### src/rtl/rename_map.sv
module rename_map #(
  parameter int NARCH = 16,
  parameter int NPHYS = 48,
  localparam int AW = $clog2(NARCH),
  localparam int PW = $clog2(NPHYS)
) (
  input  logic          clk,
  input  logic          rst_n,
  input  logic          ren_valid,
  input  logic [AW-1:0] ren_src_a,
  input  logic [AW-1:0] ren_src_b,
  input  logic [AW-1:0] ren_dst,
  output logic          ren_ready,
  output logic [PW-1:0] ren_psrc_a,
  output logic [PW-1:0] ren_psrc_b,
  output logic [PW-1:0] ren_pdst,
  output logic [PW-1:0] ren_pold,
  input  logic          commit_valid,
  input  logic [PW-1:0] commit_tag,
  input  logic          ckpt_take,
  input  logic          ckpt_restore
);
  localparam logic [NPHYS-1:0] RST_FREE = {{(NPHYS-NARCH){1'b1}}, {NARCH{1'b0}}};

  logic [PW-1:0]    map_q [NARCH];
  logic [PW-1:0]    map_nxt [NARCH];
  logic [PW-1:0]    snap_map [NARCH];
  logic [NPHYS-1:0] free_q, free_nxt, snap_free, cmask;
  logic [PW-1:0]    alloc;
  logic             fire;

  always_comb begin
    alloc = '0;
    for (int i = NPHYS-1; i >= 0; i--)
      if (free_q[i]) alloc = PW'(i);
  end

  assign ren_ready  = (|free_q) & ~ckpt_restore;
  assign fire       = ren_valid & ren_ready;
  assign ren_psrc_a = map_q[ren_src_a];
  assign ren_psrc_b = map_q[ren_src_b];
  assign ren_pold   = map_q[ren_dst];
  assign ren_pdst   = alloc;
  assign cmask      = commit_valid ? (NPHYS'(1) << commit_tag) : '0;

  always_comb begin
    map_nxt  = map_q;
    free_nxt = free_q;
    if (fire) begin
      map_nxt[ren_dst] = alloc;
      free_nxt[alloc]  = 1'b0;
    end
  end

  always_ff @(posedge clk) begin
    if (!rst_n) begin
      for (int i = 0; i < NARCH; i++) begin
        map_q[i]    <= PW'(i);
        snap_map[i] <= PW'(i);
      end
      free_q    <= RST_FREE;
      snap_free <= RST_FREE;
    end else if (ckpt_restore) begin
      map_q     <= snap_map;
      free_q    <= snap_free | cmask;
      snap_free <= snap_free | cmask;
    end else begin
      map_q  <= map_nxt;
      free_q <= free_nxt | cmask;
      if (ckpt_take) begin
        snap_map  <= map_nxt;
        snap_free <= free_nxt | cmask;
      end else begin
        snap_free <= snap_free | cmask;
      end
    end
  end
endmodule

### config.mk
export PLATFORM = sky130hd
export DESIGN_NAME = rename_map
export DESIGN_NICKNAME = d
export VERILOG_FILES = /design/src/rtl/rename_map.sv
export SDC_FILE = /design/constraint.sdc
export NUM_CORES = 1
export LEC_CHECK = 0
export BUFFER_PORTS_ARGS = -buffer_cell sky130_fd_sc_hd__clkbuf_2
export CAP_MARGIN = 20
export CORE_UTILIZATION = 35
export DETAILED_ROUTE_END_ITERATION = 7
export PLACE_DENSITY_LB_ADDON = 0.12
export SETUP_SLACK_MARGIN = 0.4
export SYNTH_ARGS = -nofsm -noshare
export SYNTH_HDL_FRONTEND = slang
export SYNTH_SLANG_ARGS = --single-unit
export TNS_END_PERCENT = 100
### constraint.sdc
create_clock -name clk -period 2.87 [get_ports clk]
set_input_delay 0.574 -clock clk [delete_from_list [all_inputs] [get_ports clk]]
set_output_delay 0.574 -clock clk [all_outputs]
set_load 0.02 [all_outputs]
==> reports/results.txt <==
WL per Instance - 23.30 um
most numerous cell in the Yosys netlist - dfxtp_1
Top Ports - 49
multiplexer share of the synthesized area - 19.99%
final antenna-violating net count - 0
Worst-Skew Late Latency - 0.55 ns
top cells by count, synth - dfxtp_1, nand2_1, a21oi_1, clkbuf_1, nor2_1
Core Rows - 76
Syn Nets - 1647
RSZ-0062 raised after global routing - true
status - complete, but fails checks
Clock Skew - 0.02874 ns
Post-synth EDFFs - 0
fraction of layout cells with a size suffix above 1 - 46.42%
Clock transition at path regs - 0.06 ns
width of the die - 210.7 um
DRC viols - 1
Design Area, Final - 22560 um2
Synth Area in Compound Gates - 21.90%
Sw Pwr - 3229 uW
ranking of synthesized cells by area - dfxtp_1, mux4_2, mux2i_1
Fin Setup TNS - -0.04126 ns
initial antenna violation count - 0
final setup vio count - 2
Initial Util - 35.47%
synth warn - 0
total number of vias - 14230
Max-cap violations - 0
Pre-antenna DRT Iters - 7
TritonCTS Buffers - 36
clock network fraction of design power - 40.8%
total die area - 44390 um2
internal power - 7949 uW
Switching Share - 28.89%
core area - 42980 um2
R2R setup slack - 0.03 ns
critical path type - register to output port
number of global-route vias before repair - 13540
CTS Sinks - 288
hold path depth - 2
clk buf depth - 3
Comb pwr share - 19.8%
Power Dens Cells - 495.5 nW/um2
crit end category - output port
Worst Hold End - snap_free[15]
post-DP HPWL - 35180 um
PortBufs - 48
Post-Synth Adder-Cell Area - 0%
CTS root buffer - clkbuf_16
static leakage - 0.008327 uW
share of the synthesized area in the top cell type - 37.82%
worst r2r src - free_q[46]
register share of total power - 39.3%
CTS tree - built
post-synthesis sequential area ratio - 37.82%
final slew viol count - 0
total grt overflow - 0
ant diodes - 0
GPL Wtd Cong - 0.9144
Die Y - 210.7 um
Nets - 1841
simple-gate portion of the synthesized area - 15.66%
CP required - 2.30 ns
post-synthesis cell area - 15240 um2
Via-to-Cell Ratio - 5.862
largest area contributor in the netlist - dfxtp_1
Total Routing Usage GR - 24.96%
placed inst area - 16920 um2
final hold vios - 0
drt first-iter violations - 1183
Synth async-reset ratio - 0%
Total Wirelength - 56550 um
Crit Path Max Fanout - 5
minimum clock period - 2.899 ns
Worst EP arrival - 2.32 ns
failing checks - DRC, setup timing
area grow syn2layout - 47.99%
largest net degree at the start of global routing - 174
fill count - 3824
Setup crit start kind - register
Yosys reg bits - 288
setup slack after layout - -0.02852 ns
Peak VDD IR - 0.4578 mV
XOR/XNOR Fraction of Synth Area - 0%
fmax - 345.0 MHz
Post-Syn Instances - 1623
Main synth FF type - dfxtp_1
Worst R2R End - map_q[14]
Final period util - 101.0%
global-route wire length before repair - 84370 um
relative slew slack - 40.31%
worst hold path class - input pin to register
H-tree Lvls - 2
syn avg cell area - 9.393 um2
Tightest Pin Transition - 0.8953 ns
Hold Path Origin - rst_n
Netlist cell types - 70
largest family of logic cells by synthesized area - compound AO/OA/AOI/OAI gates
R2R depth - 13
==> power by group through the flow <==
stage | Combinational (uW) | Sequential [uW] | Clock (uW)
final | 2220 | 4400 | 4560
after global routing | 2340 | 4420 | 4800
after CTS | 1840 | 4380 | 4650
after detailed placement | 1540 | 4440 | 0
after global placement | 1520 | 4440 | 0
after floorplan | 1020 | 4390 | 0
==> area by class of cell <==
type | instances | area [um2] | share of cell area (%)
Sequential cell | 288 | 5944 | 26.35
Clock inverter | 11 | 122.6 | 0.5435
Tap cell | 585 | 732.0 | 3.244
Timing Repair Buffer | 311 | 3577 | 15.86
Inverter | 20 | 92.59 | 0.4104
Clock buffer | 52 | 1051 | 4.659
Multi-Input combinational cell | 1160 | 11040 | 48.94
==> what timing repair did <==
action,in CTS,in global routing
setup endpoints to repair,306,308
resized for setup,399,336
hold buffers,0,0
pin swaps,140,105
gates cloned,5,6
buffers inserted,63,53
==> layout by cell type, fill, tap and decap left out, drive strengths merged, types with 15 or more instances in the layout <==
master  instances
nand2b         23
o211ai         24
nor2          110
mux4           90
a31oi          27
o21ai         106
o211a          34
dfxtp         288
nor2b          15
a211oi         70
a21oi         115
inv            21
o31ai          23
nand3          15
nor3           67
a21o           23
nor4           29
clkbuf         82
mux2i          91
buf           281
nand2         155
==> metal layers <==
metal  GRT usage [%]  part of all wire (%)  up-vias
met5               0                     0        -
met4           7.621                   2.3        0
met3           4.683                   5.7       90
met2           38.81                    47      407
met1           35.00                    45     7196
li1                -                     -     6534
==> how the worst max path moves through the flow <==
| stage | slack [ns] | end | startpoint | depth (start not counted) |
|---|---|---|---|---|
| 3_3_place_gp | -0.08 | map_q[88] | ren_dst[2] | 7 |
| 4_1_cts | -0.09 | ren_pdst[0] | free_q[47] | 7 |
| 2_1_floorplan | 0.32 | snap_map[85] | ren_dst[3] | 6 |
| 3_5_place_dp | -0.05 | map_q[87] | ren_dst[2] | 7 |
| 6_report | -0.03 | ren_pdst[0] | free_q[32] | 6 |
| 5_1_grt | -0.07 | ren_pdst[2] | free_q[29] | 7 |
==> stage by stage <==
stage	hold slack [ns]	util (%)	worst slack [ns]	instances	total power [uW]
2_1_floorplan	0.4373	-	0.3174	1623	5409
3_3_place_gp	0.4454	39.34	-0.07984	2236	5956
3_5_place_dp	0.4535	39.37	-0.05135	2237	5975
4_1_cts	0.3575	47.57	-0.08702	2368	10860
5_1_grt	0.3622	52.49	-0.07465	2427	11570
6_report	0.3766	52.49	-0.02852	2427	11180
==> cells by family (layout without fill, tap and decap cells) <==
logic type | after synthesis | count (layout)
AOI/OAI and AO/OA | 496 | 496
muxes | 190 | 190
DFF | 288 | 288
and+or+nand+nor | 474 | 474
buffers and inverters | 175 | 394
==> critical path, stage by stage, from the launching register on <==
cell      delay (ns)
dfxtp_4         0.37
or3_4           0.40
a211oi_4        0.20
o221ai_2        0.18
a311o_1         0.40
inv_4           0.12
buf_6           0.12
==> sequential cells by signal, summed over array words and instances, names as in the netlist <==
| signal | flops |
|---|---|
| snap_map | 96 |
| free_q | 48 |
| snap_free | 48 |
| map_q | 96 |
No activity file was read; power rests on OpenSTA's default activity.
